## config.mk

```make
export PLATFORM = sky130hd
export DESIGN_NAME = cpu_pwr_ctrl
export DESIGN_NICKNAME = d
export VERILOG_FILES = /design/src/rtl/cpu_pwr_pkg.sv /design/src/rtl/cpu_pwr_dp.sv /design/src/rtl/cpu_pwr_ctl.sv /design/src/rtl/cpu_pwr_ctrl.sv
export SDC_FILE = /design/constraint.sdc
export NUM_CORES = 1
export LEC_CHECK = 0
export BUFFER_PORTS_ARGS = -buffer_cell sky130_fd_sc_hd__buf_2
export CORE_MARGIN = 3
export CORE_UTILIZATION = 40
export CTS_CLUSTER_DIAMETER = 150
export DETAILED_ROUTE_END_ITERATION = 8
export PLACE_DENSITY = 0.73
export SLEW_MARGIN = 15
export SYNTH_ARGS = -nofsm -noshare
export SYNTH_HDL_FRONTEND = slang
export SYNTH_SLANG_ARGS = --single-unit
```

## constraint.sdc

```tcl
create_clock -name clk -period 2.7 [get_ports clk]
set_clock_uncertainty 0.15 [all_clocks]
set_input_delay 0.27 -clock clk [delete_from_list [all_inputs] [get_ports clk]]
set_output_delay 0.27 -clock clk [all_outputs]
set_load 0.005 [all_outputs]
```

## src/rtl/cpu_pwr_pkg.sv

```systemverilog
package cpu_pwr_pkg;
  localparam int FIELD_W = 2;

  localparam logic [FIELD_W-1:0] TGT_ON      = 2'b00;
  localparam logic [FIELD_W-1:0] TGT_INACT   = 2'b01;
  localparam logic [FIELD_W-1:0] TGT_RET     = 2'b10;
  localparam logic [FIELD_W-1:0] CLK_HW_AUTO = 2'b11;

  localparam logic [FIELD_W-1:0] PS_ON     = 2'b00;
  localparam logic [FIELD_W-1:0] PS_INACT  = 2'b01;
  localparam logic [FIELD_W-1:0] PS_CSWRET = 2'b10;

  typedef enum logic [1:0] {
    ST_RUN  = 2'b00,
    ST_GATE = 2'b01,
    ST_LOWP = 2'b10,
    ST_WAKE = 2'b11
  } ctl_state_e;

  typedef struct packed {
    logic latchTgt;
    logic cfgLock;
  } dp_strobe_t;
endpackage

```

## src/rtl/cpu_pwr_dp.sv

```systemverilog
module cpu_pwr_dp
  import cpu_pwr_pkg::*;
(
  input  logic               clk,
  input  logic               rst_n,
  input  logic               cfgWrEn,
  input  logic               cfgWrSel,
  input  logic [FIELD_W-1:0] cfgWrData,
  input  logic               cfgRdSel,
  output logic [FIELD_W-1:0] cfgRdData,
  input  logic               standbyWfi,
  input  logic               standbyWfe,
  input  logic               cacheIdle,
  input  logic               wakeReq,
  input  dp_strobe_t         strobe,
  output logic               entryOk,
  output logic               lpIsRet
);
  logic [FIELD_W-1:0] tgtReg;
  logic [FIELD_W-1:0] clkModeReg;
  logic               tgtLowPower;
  logic               wrAllowed;

  assign wrAllowed = cfgWrEn && !strobe.cfgLock;

  always_ff @(posedge clk or negedge rst_n) begin
    if (!rst_n) begin
      tgtReg     <= TGT_ON;
      clkModeReg <= '0;
    end else if (wrAllowed) begin
      if (cfgWrSel) clkModeReg <= cfgWrData;
      else          tgtReg     <= cfgWrData;
    end
  end

  always_ff @(posedge clk or negedge rst_n) begin
    if (!rst_n)               lpIsRet <= 1'b0;
    else if (strobe.latchTgt) lpIsRet <= (tgtReg == TGT_RET);
  end

  assign cfgRdData   = cfgRdSel ? clkModeReg : tgtReg;
  assign tgtLowPower = (tgtReg == TGT_INACT) || (tgtReg == TGT_RET);

  always_comb begin
    entryOk = standbyWfi && !standbyWfe && cacheIdle && !wakeReq
              && (clkModeReg == CLK_HW_AUTO) && tgtLowPower;
  end

  p_cfg_frozen_r3: assert property (@(posedge clk) disable iff (!rst_n)
    strobe.cfgLock |=> ($stable(tgtReg) && $stable(clkModeReg)));

  p_latch_hold_r11: assert property (@(posedge clk) disable iff (!rst_n)
    !strobe.latchTgt |=> $stable(lpIsRet));
endmodule

```

## src/rtl/cpu_pwr_ctl.sv

```systemverilog
module cpu_pwr_ctl
  import cpu_pwr_pkg::*;
#(
  parameter int SETTLE_CYC = 2
) (
  input  logic               clk,
  input  logic               rst_n,
  input  logic               entryOk,
  input  logic               lpIsRet,
  input  logic               wakeReq,
  output dp_strobe_t         strobe,
  output logic               coreClkEn,
  output logic               retReq,
  output logic [FIELD_W-1:0] pwrState,
  output logic               coreRun
);
  localparam int CNT_W = $clog2(SETTLE_CYC + 1);
  localparam logic [CNT_W-1:0] CNT_LAST = CNT_W'(SETTLE_CYC - 1);

  ctl_state_e       state, stateNxt;
  logic [CNT_W-1:0] settleCnt, settleCntNxt;

  always_comb begin
    stateNxt     = state;
    settleCntNxt = settleCnt;
    unique case (state)
      ST_RUN: begin
        settleCntNxt = '0;
        if (entryOk) stateNxt = ST_GATE;
      end
      ST_GATE: begin
        if (wakeReq)                    stateNxt = ST_WAKE;
        else if (settleCnt == CNT_LAST) stateNxt = ST_LOWP;
        else                            settleCntNxt = settleCnt + 1'b1;
      end
      ST_LOWP: if (wakeReq) stateNxt = ST_WAKE;
      ST_WAKE: stateNxt = ST_RUN;
      default: stateNxt = ST_RUN;
    endcase
  end

  always_ff @(posedge clk or negedge rst_n) begin
    if (!rst_n) begin
      state     <= ST_RUN;
      settleCnt <= '0;
    end else begin
      state     <= stateNxt;
      settleCnt <= settleCntNxt;
    end
  end

  always_comb begin
    strobe.latchTgt = (state == ST_RUN) && entryOk;
    strobe.cfgLock  = (state != ST_RUN);
  end

  assign coreClkEn = (state == ST_RUN);
  assign coreRun   = (state == ST_RUN);
  assign retReq    = (state == ST_LOWP) && lpIsRet;

  always_comb begin
    if (state == ST_LOWP) pwrState = lpIsRet ? PS_CSWRET : PS_INACT;
    else                  pwrState = PS_ON;
  end

  p_entry_gates_clk_r7: assert property (@(posedge clk) disable iff (!rst_n)
    (coreRun && entryOk) |=> (!coreClkEn && pwrState == PS_ON));

  p_clk_off_before_ret_r8: assert property (@(posedge clk) disable iff (!rst_n)
    retReq |-> !coreClkEn);

  p_wake_release_r9: assert property (@(posedge clk) disable iff (!rst_n)
    (pwrState != PS_ON && wakeReq) |=> (!retReq && pwrState == PS_ON && !coreClkEn));

  p_clk_after_release_r9: assert property (@(posedge clk) disable iff (!rst_n)
    $fell(retReq) |=> coreClkEn);

  p_abort_r10: assert property (@(posedge clk) disable iff (!rst_n)
    (state == ST_GATE && wakeReq) |=> (state == ST_WAKE && pwrState == PS_ON));

  p_hold_lowp_r11: assert property (@(posedge clk) disable iff (!rst_n)
    (pwrState != PS_ON && !wakeReq) |=> $stable(pwrState));
endmodule

```

## src/rtl/cpu_pwr_ctrl.sv

```systemverilog
module cpu_pwr_ctrl
  import cpu_pwr_pkg::*;
#(
  parameter int SETTLE_CYC = 2
) (
  input  logic               clk,
  input  logic               rst_n,
  input  logic               cfgWrEn,
  input  logic               cfgWrSel,
  input  logic [FIELD_W-1:0] cfgWrData,
  input  logic               cfgRdSel,
  output logic [FIELD_W-1:0] cfgRdData,
  input  logic               standbyWfi,
  input  logic               standbyWfe,
  input  logic               cacheIdle,
  input  logic               wakeReq,
  output logic               coreClkEn,
  output logic               retReq,
  output logic [FIELD_W-1:0] pwrState,
  output logic               coreRun
);
  dp_strobe_t strobe;
  logic       entryOk;
  logic       lpIsRet;

  cpu_pwr_dp u_dp (
    .clk(clk), .rst_n(rst_n),
    .cfgWrEn(cfgWrEn), .cfgWrSel(cfgWrSel), .cfgWrData(cfgWrData),
    .cfgRdSel(cfgRdSel), .cfgRdData(cfgRdData),
    .standbyWfi(standbyWfi), .standbyWfe(standbyWfe),
    .cacheIdle(cacheIdle), .wakeReq(wakeReq),
    .strobe(strobe), .entryOk(entryOk), .lpIsRet(lpIsRet)
  );

  cpu_pwr_ctl #(.SETTLE_CYC(SETTLE_CYC)) u_ctl (
    .clk(clk), .rst_n(rst_n),
    .entryOk(entryOk), .lpIsRet(lpIsRet), .wakeReq(wakeReq),
    .strobe(strobe), .coreClkEn(coreClkEn), .retReq(retReq),
    .pwrState(pwrState), .coreRun(coreRun)
  );
endmodule

```

Yosys cells after proc, flatten, opt, wreduce, memory -nomap -nowiden. Index checks and enable logic that the tools add are counted.

Flip-flop bits (word level): 9. Latch bits: 0. Memory bits (writable): 0. Bits in read-only memories: 0. Input bits: 11. Output and inout bits: 7. Word-level logic and storage cells: 49. Memories kept: 0.

$add $sub $neg: 1. $mul: 0. Divide/modulo/power cells: 0. Magnitude comparators: 0. Equal/unequal tests: 12. Shifts and indexed selects: 0. Muxes and demuxes: 11. Bitwise logic cells: 1. Reduce and logical (&&, ||, !) cells: 19.

Operators by type and width (count): 2-to-1 mux 2 bit (9); equality test 2 bit, second input constant (4); logical AND 1 bit (8); one-hot mux 2 bit (4 select lines) (1); equality test 2 x 1 -> 1 bit, second input constant (3); inequality test 2 bit, second input constant (3); AND reduction 3 bit (2); one-hot mux 2 bit (2 select lines) (1); AND reduction 2 bit (2); nonzero test 2 bit (2); logical NOT 1 bit (3); inequality test 3 x 2 -> 1 bit, second input constant (1); adder 2 x 1 -> 2 bit, second input constant (1); logical NOT 2 bit (1); inequality test 2 x 1 -> 1 bit, second input constant (1); logical OR 1 bit (1); inverter 1 bit (1).

Longest topological paths before layout. Gate-level depths: netlist (run 1).

Word-level depth: 8. Depth in mapped cells: 6. Mapped depth without buffers: 6.

By module. A second synthesis (run 1) with hierarchy kept.

Cell total of the unflattened synthesis: 52. Area total of the unflattened synthesis: 585.6 µm².

By module, submodules not included: cpu_pwr_ctl (instances 1, cells an instance 32, area an instance 327.8 µm², sequential area each 100.1 µm²); cpu_pwr_dp (instances 1, cells an instance 20, area an instance 257.7 µm², sequential area each 125.1 µm²).

Worst setup path before layout (run 1). Ideal clock, no wire load.

Path type: register to register. Start point: reg u_dp.tgtReg[0]. End point: reg u_dp.lpIsRet. Library setup time: 125 ps. Arrival: 1491 ps. Data required time: 2425 ps. Path slack: 934 ps. Stages on the path, launching flop included: 7. Buffers on the path: 0. Clock period less this slack: 1766 ps. Cell sequence: dfrtp_1 > inv_1 > ha_1 > and4bb_1 > nand4b_1 > or2_1 > mux2_4.

Cells in the longest elaborated chain, start to end: 4. Elaborated cells between the ends (all ways): 5. Classes of those cells: 2 x eq/ne; 3 x reduce/logical.

RTL lines: start: declaration (RTL line cpu_pwr_dp.sv:19) `logic [FIELD_W-1:0] tgtReg;`; start signal: assignment (RTL line cpu_pwr_dp.sv:32) `else tgtReg <= cfgWrData;`; equality test 2 x 1 -> 1 bit or equality test 2 bit (tied branches) (RTL line cpu_pwr_dp.sv:42, cpu_pwr_dp.sv:38); logical OR 1 bit (RTL line cpu_pwr_dp.sv:42) `assign tgtLowPower = (tgtReg == TGT_INACT) || (tgtReg == TGT_RET);`; logical AND 1 bit (RTL line cpu_pwr_dp.sv:46) `&& (clkModeReg == CLK_HW_AUTO) && tgtLowPower;`; logical AND 1 bit (RTL line cpu_pwr_ctl.sv:53) `strobe.latchTgt = (state == ST_RUN) && entryOk;`; end signal: assignment (RTL line cpu_pwr_dp.sv:38) `else if (strobe.latchTgt) lpIsRet <= (tgtReg == TGT_RET);`; end: declaration (RTL line cpu_pwr_dp.sv:17) `output logic lpIsRet`.

Several ways; a longest one is shown, not always the timed one. A chain may end at the register's enable or synchronous reset.

Worst setup path in the final report (run 1). Same ends and word-level chain as after synthesis.

==> reports/qor.csv, run 1 <==
stage;metric;value;unit
run_status;status;complete, no violations;
logic_synthesis;Synth Warn #;0;
finish;Layout area overhead;22.3;%
grt;vias in the first global route;418;
sta;Final Slew Violations;0;
sta;TNS Setup;0;ns
grt;antenna violations before repair;0;
drt;First-pass DRT Iterations;2;
power;worst vdd ir;0.420;mV
logic_synthesis;Synth Net Count;68;
logic_synthesis;Main synth FF type;dfrtp_1;
finish;final cell count without fillers;85;
drt;Starting DRT DRC Count;3;
worst_setup_path;CP cell instances;inv_1 > ha_1 > and4bb_1 > nand4b_1 > or2_1 > mux2_4;
run;maxcap violations;0;
worst_setup_path;WP data required;2.69;ns
cts;worst skew pair latency;0.25;ns
logic_synthesis;top cell type's share of synthesized area;40.6;%
cts;root buffer cell;clkbuf_4;
sta;fin crit period;1.84;ns
power;P per Cell Area;961;mW/mm2
die;Chip Height;43.2;um
drt;drt wl/cell;12.5;um
die;die area;0.00187;mm2
logic_synthesis;Post-synth ARST share;100;%
cts;CTS Buffer Depth;2;
cts;CTS buffer count;3;
sta;worst-margin pin slew;0.259;ns
grt;total grt overflow;0;
place;placed insts;80;
sta;final hold vios;0;
sta;Setup-failing EPs final;0;
worst_setup_path;CP Capture Type;flop;
worst_setup_path;CP arrival;1.83;ns
die;Starting Density;46.1;%
logic_synthesis;Unique masters post-synth;21;
place;port bufs;17;
worst_setup_path;Crit-path slowest cell;dfrtp_1;
grt;first-pass GRT wire length;1650;um
sta;Final WS setup;0.865;ns
logic_synthesis;Post-Syn Area;554;um2
logic_synthesis;sequential element share of the synthesized area;40.6;%
cts;clock slew at reported path FFs;0.06;ns
drt;via count;426;
grt;total track usage;12.2;%
place;pre-CTS setup slack;0.862;ns
finish;Layout Nets;89;
cts;Setup Fix Bufs, Post-CTS;0;
cts;H-tree lvl count;1;
logic_synthesis;Mapped Cells;51;
sta;RSZ-0062 raised after global routing;no;
place;hpwl dp;916;um
die;I/O pin count;18;
finish;number of diodes;0;
worst_setup_path;crit path launch type;flop;
sta;Fin Hold WS;0.108;ns
place;Routability Congestion;0.717;
drt;routed vias/inst;5.01;
worst_setup_path;worst-path maximum fanout;2;
die;core area;0.00120;mm2
sta;period utilization;68.0;%
die;die width;43.2;um
sta;fmax;545;MHz
drt;ANT nets after route;0;
hold_path;worst hold path class;primary input to flop;
die;row count;12;
worst_setup_path;Worst Setup Path Type;flop to flop;
cts;TritonCTS clock tree;yes;
logic_synthesis;most frequent cell after synthesis;dfrtp_1;
logic_synthesis;synthesized area per cell;10.9;um2
cts;CTS resizes;0;
drt;Routed WL;1060;um
logic_synthesis;number of synthesized register bits;9;
drt;Post-route DRC;0;
sta;Max-slew headroom;82.7;%
grt;pin count of the biggest net entering global routing;10;
power;leakage;0.000353;uW
finish;Final Util;56.5;%
worst_setup_path;Worst path max stage delay;0.34;ns
logic_synthesis;number of synthesized flops with an enable pin;0;
finish;share of layout cells above drive strength 1;38.0;%
cts;Clock Sinks;9;
logic_synthesis;synth top area cells;dfrtp_1 41%, ha_1 14%, mux2_2 12%;
logic_synthesis;largest area contributor in the netlist;dfrtp_1;
logic_synthesis;Post-synth top cells;9 x dfrtp_1, 6 x ha_1, 6 x inv_1, 6 x mux2_2, 4 x nand2_1;
stage by stage:
step,instance area (um2),power [uW]
finish,678,652
floorplan,554,460
global route,678,704
detailed placement,642,554
CTS,678,661
global placement,642,537
path summary, 6_finish.rpt:
| check | from | to | slack (ns) | cells past startpoint |
|---|---|---|---|---|
| setup / recovery | u_dp.tgtReg[0] | u_dp.lpIsRet | 0.86 | 6 |
| hold / removal | cfgWrData[1] | u_dp.tgtReg[1] | 0.11 | 2 |
| setup reg to reg | u_dp.tgtReg[0] | u_dp.lpIsRet | 0.86 | 6 |
| hold reg to reg | u_ctl.settleCnt[1] | u_ctl.settleCnt[1] | 0.36 | 2 |
| max in group asynchronous | rst_n | u_dp.tgtReg[0] | 1.98 | 2 |
| min in group asynchronous | rst_n | u_dp.clkModeReg[0] | 0.24 | 2 |
layout make-up:
type | instances | area, um2
clock buffers | 4 | 26.3
fillers | 115 | 523
multi-input cells | 34 | 292
repair buffers | 18 | 95.1
well taps | 14 | 17.5
inverters | 6 | 22.5
flip-flops and latches | 9 | 225
cell usage in the layout, fill, tap and decap left out:
| master | synthesis | layout |
|---|---|---|
| nand4b_1 | 1 | 1 |
| a211oi_1 | 1 | 1 |
| a21oi_1 | 1 | 1 |
| and4bb_1 | 1 | 1 |
| and2_1 | 1 | 1 |
| nand3_1 | 1 | 1 |
| nand2_1 | 4 | 4 |
| clkbuf_1 | 0 | 1 |
| o2bb2ai_1 | 1 | 1 |
| ha_1 | 6 | 6 |
| dfrtp_1 | 9 | 9 |
| and3_1 | 1 | 1 |
| inv_1 | 6 | 6 |
| mux2_4 | 1 | 1 |
| dlygate4sd3_1 | 0 | 1 |
| o21ai_0 | 3 | 3 |
| nand3b_1 | 1 | 1 |
| buf_2 | 0 | 17 |
| nor2_1 | 1 | 1 |
| nor2b_1 | 1 | 1 |
| or2_1 | 1 | 1 |
| clkbuf_4 | 0 | 3 |
| mux2i_1 | 2 | 2 |
| mux2_2 | 6 | 6 |
power by group:
| group | total [uW] | switching, uW | internal, uW |
|---|---|---|---|
| clock network | 103 | 46.2 | 56.9 |
| logic | 314 | 151 | 163 |
| registers | 235 | 41.7 | 193 |
routing by layer:
layer | up-vias | GRT usage, % | part of all wire (%)
met5 | - | 0 | 0
met4 | 0 | 5.42 | 0.47
met2 | 12 | 22.1 | 51
met3 | 2 | 3.81 | 5.8
met1 | 197 | 12.4 | 42
li1 | 215 | - | -
cells by family after synthesis:
kind of cell | share of synthesized area [%]
buffers and inverters | 6.77
DFF | 40.6
muxes | 18.5
and+or+nand+nor | 14.0
AOI/OAI and AO/OA | 6.55
adders and majority gates | 13.5
sequential cells by signal, indices dropped and copies added, names as in the netlist:
register and cells:
u_ctl.state 2, u_dp.tgtReg 2, u_dp.clkModeReg 2, u_dp.lpIsRet 1, u_ctl.settleCnt 2
critical path, delay by kind of cell, from the launching register on:
kind                       cells  cell delay [ns]
DFF                            1             0.34
muxes                          1             0.30
and+or+nand+nor                3             0.61
buffers and inverters          1             0.05
adders and majority gates      1             0.27
timing repair:
action,4_1_cts,5_1_grt
hold endpoints to repair,9,0
endpoints found under the setup margin,0,0
hold buffers,1,0
Note: power is estimated with default switching activity, not from simulation.
==> run 2: changes to the inputs <==
--- a/config.mk
+++ b/config.mk
@@ -5,12 +5,13 @@
 export SDC_FILE = /design/constraint.sdc
 export NUM_CORES = 1
 export LEC_CHECK = 0
+export ABC_AREA = 1
 export BUFFER_PORTS_ARGS = -buffer_cell sky130_fd_sc_hd__buf_2
 export CORE_MARGIN = 3
 export CORE_UTILIZATION = 40
 export CTS_CLUSTER_DIAMETER = 150
 export DETAILED_ROUTE_END_ITERATION = 8
-export PLACE_DENSITY = 0.73
+export PLACE_DENSITY = 0.75
 export SLEW_MARGIN = 15
 export SYNTH_ARGS = -nofsm -noshare
 export SYNTH_HDL_FRONTEND = slang
==> constraint.sdc (replaced) <==
create_clock -name clk -period 1.55 [get_ports clk]
set_clock_uncertainty 0.15 [all_clocks]
set_input_delay 0.155 -clock clk [delete_from_list [all_inputs] [get_ports clk]]
set_output_delay 0.155 -clock clk [all_outputs]
set_load 0.005 [all_outputs]
==> run 2 against run 1 <==
Total power is 99% higher. Die area is 6.2% higher. Setup slack worse by 0.81 ns. Clock-buffer cell count stayed put. Sequential power is 86% higher. First-iteration DRC count grew to 4.7 times the previous value. Flip-flop and latch count stayed put. Utilization is 0.57 points lower. Synthesized cell count is 43% higher. Design area is 11% higher. Largest cell class unchanged.
==> reports/qor.csv, run 2 <==
stage;metric;value;unit
sta;Final WS setup;0.0552;ns
finish;most frequent cells in the layout;17 x buf_2, 13 x nand2_1, 12 x inv_1, 8 x dfrtp_1;
power;internal power;751;uW
finish;Multi-input gate area;322;um2
cts;TritonCTS clock tree;yes;
logic_synthesis;synthesized area per cell;8.14;um2
grt;total grt overflow;0;
cts;CTS Buffer Depth;2;
worst_setup_path;WP data required;1.24;ns
logic_synthesis;synth top area cells;dfrtp_1 38%, ha_1 13%, inv_1 9.5%;
worst_setup_path;Worst path max stage delay;0.42;ns
die;die width;44.5;um
worst_setup_path;Worst Setup Path Type;flop to output port;
drt;Routed WL;1130;um
grt;pin count of the biggest net entering global routing;10;
worst_setup_path;Crit-path slowest cell;dfrtp_1;
die;core area;0.00135;mm2
die;row count;13;
grt;first-pass GRT wire length;1800;um
power;switching share of total power;42.1;%
sta;worst-margin pin slew;0.206;ns
worst_setup_path;CP Capture Type;output port;
worst_setup_path;CP cell instances;inv_2 > ha_2 > buf_2;
worst_setup_path;CP arrival;1.19;ns
place;hpwl dp;952;um
run_status;status;complete, no violations;
cts;worst skew pair latency;0.25;ns
finish;Layout Nets;112;
sta;Setup-failing EPs final;0;
power;worst vdd ir;0.698;mV
cts;root buffer cell;clkbuf_4;
place;pre-CTS setup slack;0.0435;ns
logic_synthesis;Post-synth ARST share;100;%
logic_synthesis;number of synthesized register bits;9;
finish;# fillers;123;
power;switching pwr;545;uW
logic_synthesis;top cell type's share of synthesized area;37.9;%
finish;number of diodes;0;
logic_synthesis;Synth Warn #;0;
power;Pwr Total;1300;uW
logic_synthesis;Main synth FF type;dfrtp_1;
logic_synthesis;Post-synth top cells;15 x inv_1, 14 x nand2_1, 9 x dfrtp_1;
grt;GR Layer Usage met2;20.6;%
die;Chip Height;44.5;um
logic_synthesis;Mapped Cells;73;
logic_synthesis;Unique masters post-synth;21;
drt;Starting DRT DRC Count;14;
power;leakage;0.000407;uW
sta;Max-slew headroom;86.3;%
die;die area;0.00198;mm2
logic_synthesis;number of synthesized flops with an enable pin;0;
finish;share of layout cells above drive strength 1;40.4;%
finish;Layout area overhead;26.9;%
logic_synthesis;largest area contributor in the netlist;dfrtp_1;
power;Logic pwr share;53.1;%
grt;antenna violations before repair;0;
grt;routing usage on met3;7.32;%
cts;clock slew at reported path FFs;0.06;ns
power;Clock Power Share;13.1;%
grt;vias in the first global route;454;
finish;leading cell type in the layout, fill and taps excluded;buf_2;
place;Routability Congestion;0.688;
grt;total track usage;12.5;%
logic_synthesis;Synth Net Count;90;
sta;fmax;669;MHz
place;port bufs;17;
logic_synthesis;Post-Syn Area;594;um2
cts;CTS buffer count;3;
drt;Post-route DRC;0;
drt;drt wl/cell;10.4;um
cts;Setup Fix Bufs, Post-CTS;0;
sta;Final Slew Violations;0;
drt;routed vias/inst;4.76;
sta;RSZ-0062 raised after global routing;yes;
sta;fin crit period;1.49;ns
drt;First-pass DRT Iterations;4;
cts;H-tree lvl count;1;
worst_setup_path;crit path launch type;flop;
hold_path;worst hold path class;primary input to flop;
sta;period utilization;96.4;%
sta;final hold vios;0;
drt;via count;519;
power;P per Cell Area;1720;mW/mm2
finish;FF/Latch Area;226;um2
die;Starting Density;44.0;%
drt;ANT nets after route;0;
power;sequential group share of total power;33.8;%
logic_synthesis;sequential element share of the synthesized area;37.9;%
die;I/O pin count;18;
grt;GRT busiest layer;met2;
cts;Clock Sinks;9;
run;maxcap violations;0;
worst_setup_path;worst-path maximum fanout;7;
logic_synthesis;most frequent cell after synthesis;inv_1;
grt;met1 global-route usage;14.9;%
==> run 2: cell count changes in the layout (fill, tap and decap cells not counted), sizes merged, moves of 4 or more <==
| cell | previous run | this run |
|---|---|---|
| nor2 | 1 | 5 |
| o21ai | 3 | 7 |
| nand3 | 1 | 5 |
| mux2 | 7 | 1 |
| inv | 6 | 15 |
| nand2 | 4 | 16 |
==> run 2: per-stage QoR <==
step	TNS (ns)	cells	hold WS (ns)	cell area [um2]	utilization [%]
after global routing	-0.0314	109	0.0165	754	55.9
after detailed placement	0	103	-0.135	683	50.6
final	0	109	0.0246	754	55.9
after floorplan	0	73	-0.291	594	-
after global placement	0	103	-0.132	683	50.6
after CTS	0	108	0.00215	724	53.7
==> run 2: path summary, 6_finish.rpt <==
check / from / endpoint / slack (ns) / cells past startpoint
max in group asynchronous: rst_n / u_ctl.state[1] / 0.93 / 2
worst min-delay path: cfgWrData[1] / u_dp.clkModeReg[1] / 0.02 / 3
min in group asynchronous: rst_n / u_dp.tgtReg[0] / 0.13 / 2
worst max-delay path: u_ctl.state[0] / coreRun / 0.06 / 3
worst min register to register: u_ctl.settleCnt[0] / u_ctl.settleCnt[0] / 0.34 / 1
worst max register to register: u_ctl.state[1] / u_ctl.settleCnt[0] / 0.11 / 7
==> run 2: power by group through the flow <==
stage          registers, uW  clock network, uW  logic, uW
2_1_floorplan            404                  0        497
3_3_place_gp             422                  0        625
3_5_place_dp             424                  0        644
4_1_cts                  424                179        660
5_1_grt                  448                197        801
6_report                 438                170        688
==> run 2: routing by layer <==
layer  vias up  part of all wire, %
li1        268                    -
met1       240                   43
met2        11                   50
met3         0                  6.4
met4         0                    0
met5         -                    0
==> run 2: cell families (layout without fill, tap and decap cells) <==
kind of cell,count (synthesis),after routing,share of synthesized area (%)
buffers and inverters,17,38,12.0
DFF,9,9,37.9
AOI/OAI and AO/OA,10,10,9.68
muxes,2,2,3.58
and+or+nand+nor,29,29,24.2
adders and majority gates,6,6,12.6
==> run 2: repair_timing <==
item | in CTS | in global routing
setup endpoints to repair | 5 | 9
pin swaps | 0 | 1
hold buffers | 1 | 1
gates resized for setup | 3 | 7
endpoints found under the hold margin | 9 | 2
gates cloned | 0 | 0
==> run 2: cell type report <==
type                    instances  share of cell area [%]
clock buffers                   4                    3.48
repair buffers                 19                    13.9
inverters                      15                    7.46
multi-input cells              47                    42.6
well taps                      15                    2.49
flip-flops and latches          9                    30.0
==> run 2: worst max-delay path, delay by kind of cell (launching register included) <==
| kind | cells | cell delay (ns) |
|---|---|---|
| DFF | 1 | 0.42 |
| buffers and inverters | 2 | 0.26 |
| adders and majority gates | 1 | 0.26 |
==> run 3: changes to the inputs <==
==> constraint.sdc (replaced) <==
create_clock -name clk -period 1.2 [get_ports clk]
set_clock_uncertainty 0.15 [all_clocks]
set_input_delay 0.12 -clock clk [delete_from_list [all_inputs] [get_ports clk]]
set_output_delay 0.12 -clock clk [all_outputs]
set_load 0.005 [all_outputs]
==> run 3 against run 2 <==
The flow now finishes with violations (setup timing). Die area unchanged. Via count grew 25%. Register-to-register slack got worse by 0.44 ns. Global-route usage increased by 3.5 points. Worst hold slack better by 0.064 ns. Utilization rose by 20 points. Final cell count increased by 19%. Flip-flop and latch count is the same. Total power rose by 100%. Critical path depth up 6. Routed wire length up 61%. Sequential share of layout area decreased by 7.9 points. Highest routed layer is now met4.
==> reports/qor.csv, run 3 (synthesis gave the netlist of run 2 again) <==
stage;metric;value;unit
worst_setup_path;crit path launch type;flop;
sta;Final Slew Violations;0;
worst_setup_path;WP data required;1.19;ns
finish;share of layout cells above drive strength 1;52.2;%
sta;final hold vios;0;
finish;number of diodes;0;
finish;Layout Nets;133;
die;die width;44.5;um
sta;period utilization;127;%
drt;First-pass DRT Iterations;4;
grt;first-pass GRT wire length;2280;um
worst_setup_path;Worst path max stage delay;0.38;ns
drt;Starting DRT DRC Count;14;
hold_path;Hold Crit Start;cfgWrSel;
worst_setup_path;CP startpoint;u_ctl.state[0];
cts;Clock Sinks;9;
drt;Post-route DRC;0;
finish;Final Util;75.9;%
sta;fin crit period;1.53;ns
run;maxcap violations;0;
drt;Routed WL;1820;um
die;row count;13;
finish;# fillers;85;
power;Logic pwr share;69.6;%
finish;most frequent cells in the layout;14 x nand2_1, 14 x buf_2, 12 x buf_4, 10 x inv_1, 9 x buf_6;
drt;ANT nets after route;0;
sta;Setup-failing EPs final;16;
run_status;violated checks;setup timing;
worst_setup_path;Top cell by count, worst path;nand2_1;
die;core area;0.00135;mm2
grt;vias in the first global route;572;
power;P per Cell Area;2540;mW/mm2
cts;TritonCTS clock tree;yes;
die;Chip Height;44.5;um
grt;pin count of the biggest net entering global routing;10;
worst_setup_path;worst-path maximum fanout;3;
finish;Layout area overhead;72.4;%
sta;TNS Setup;-3.69;ns
power;switching share of total power;39.9;%
worst_setup_path;Crit-path slowest cell;dfrtp_1;
hold_path;worst hold path class;primary input to flop;
grt;antenna violations before repair;0;
cts;CTS buffer count;3;
cts;CTS Buffer Depth;2;
place;hpwl dp;947;um
power;sequential group share of total power;21.8;%
cts;worst skew pair latency;0.25;ns
cts;root buffer cell;clkbuf_4;
die;I/O pin count;18;
sta;fmax;655;MHz
die;Starting Density;44.0;%
power;internal power;1560;uW
place;port bufs;17;
power;leakage;0.000526;uW
worst_setup_path;CP Capture Type;flop;
worst_setup_path;worst reg2reg path startpoint;u_ctl.state[0];
power;switching pwr;1040;uW
power;Clock Power Share;8.6;%
drt;routed vias/inst;4.98;
worst_setup_path;CP arrival;1.52;ns
worst_setup_path;CP cell instances;buf_4 > buf_6 > ha_4 > inv_4 > nor2_4 > o21ai_4 > nand2_2 > nand2_1 > nand2_1;
worst_setup_path;Worst Setup Path Type;flop to flop;
power;worst vdd ir;1.28;mV
drt;drt wl/cell;14.0;um
sta;Max-slew headroom;86.4;%
sta;Final WS setup;-0.326;ns
drt;via count;647;
worst_setup_path;R2R setup slack;-0.33;ns
grt;total track usage;16.0;%
place;Routability Congestion;0.759;
place;pre-CTS setup slack;-0.182;ns
cts;H-tree lvl count;1;
cts;clock slew at reported path FFs;0.06;ns
run_status;status;complete, but fails checks;
die;die area;0.00198;mm2
sta;worst-margin pin slew;0.204;ns
grt;total grt overflow;0;
sta;RSZ-0062 raised after global routing;yes;
run 3: final cells by class:
type | instances | area (um2) | share of cell area [%]
repair buffers | 40 | 312 | 30.4
inverters | 15 | 58.8 | 5.74
clock buffers | 4 | 26.3 | 2.56
multi-input cells | 47 | 383 | 37.4
well taps | 15 | 18.8 | 1.83
flip-flops and latches | 9 | 226 | 22.1
run 3: path summary, 6_finish.rpt:
| path | to | cells past startpoint |
|---|---|---|
| min in group asynchronous | u_dp.tgtReg[1] | 2 |
| hold / removal | u_dp.tgtReg[0] | 3 |
| hold reg to reg | u_dp.clkModeReg[1] | 2 |
| setup reg to reg | u_ctl.state[1] | 9 |
| max in group asynchronous | u_ctl.state[1] | 2 |
| setup / recovery | u_ctl.state[1] | 9 |
run 3: routing by layer:
layer | vias up | track usage (%) | wire length (um)
li1 | 314 | - | -
met1 | 309 | 17.6 | 750
met2 | 20 | 27.8 | 956
met3 | 4 | 6.50 | 67
met4 | 0 | 4.82 | 43
met5 | - | 0 | 0
run 3: critical path, delay by kind of cell, from the launching register on:
kind,cells,cell delay (ns)
buffers and inverters,3,0.32
and+or+nand+nor,4,0.23
AOI/OAI and AO/OA,1,0.17
adders and majority gates,1,0.17
DFF,1,0.38
run 3: metrics by stage:
step / hold slack, ns / total power, uW / cell area (um2) / std cells
after floorplan: -0.326 / 1180 / 599 / 73
after global placement: -0.168 / 1610 / 763 / 113
after detailed placement: -0.168 / 1630 / 763 / 113
after CTS: 0.00661 / 2210 / 920 / 124
after global routing: 0.0871 / 2780 / 1020 / 130
final: 0.0888 / 2600 / 1020 / 130
run 3: power by group through the flow:
| stage | Clock, uW | Combinational (uW) | Sequential [uW] |
|---|---|---|---|
| 3_5_place_dp | 0 | 1090 | 541 |
| 6_report | 225 | 1810 | 567 |
| 3_3_place_gp | 0 | 1070 | 540 |
| 5_1_grt | 257 | 1950 | 575 |
| 4_1_cts | 233 | 1430 | 546 |
| 2_1_floorplan | 0 | 653 | 526 |
run 3: repair_timing:
action / CTS / global route
resized for setup: 14 / 14
endpoints found under the setup margin: 15 / 16
setup buffers: 4 / 5
hold buffers: 3 / 2
endpoints found under the hold margin: 13 / 2
pin swaps: 5 / 2
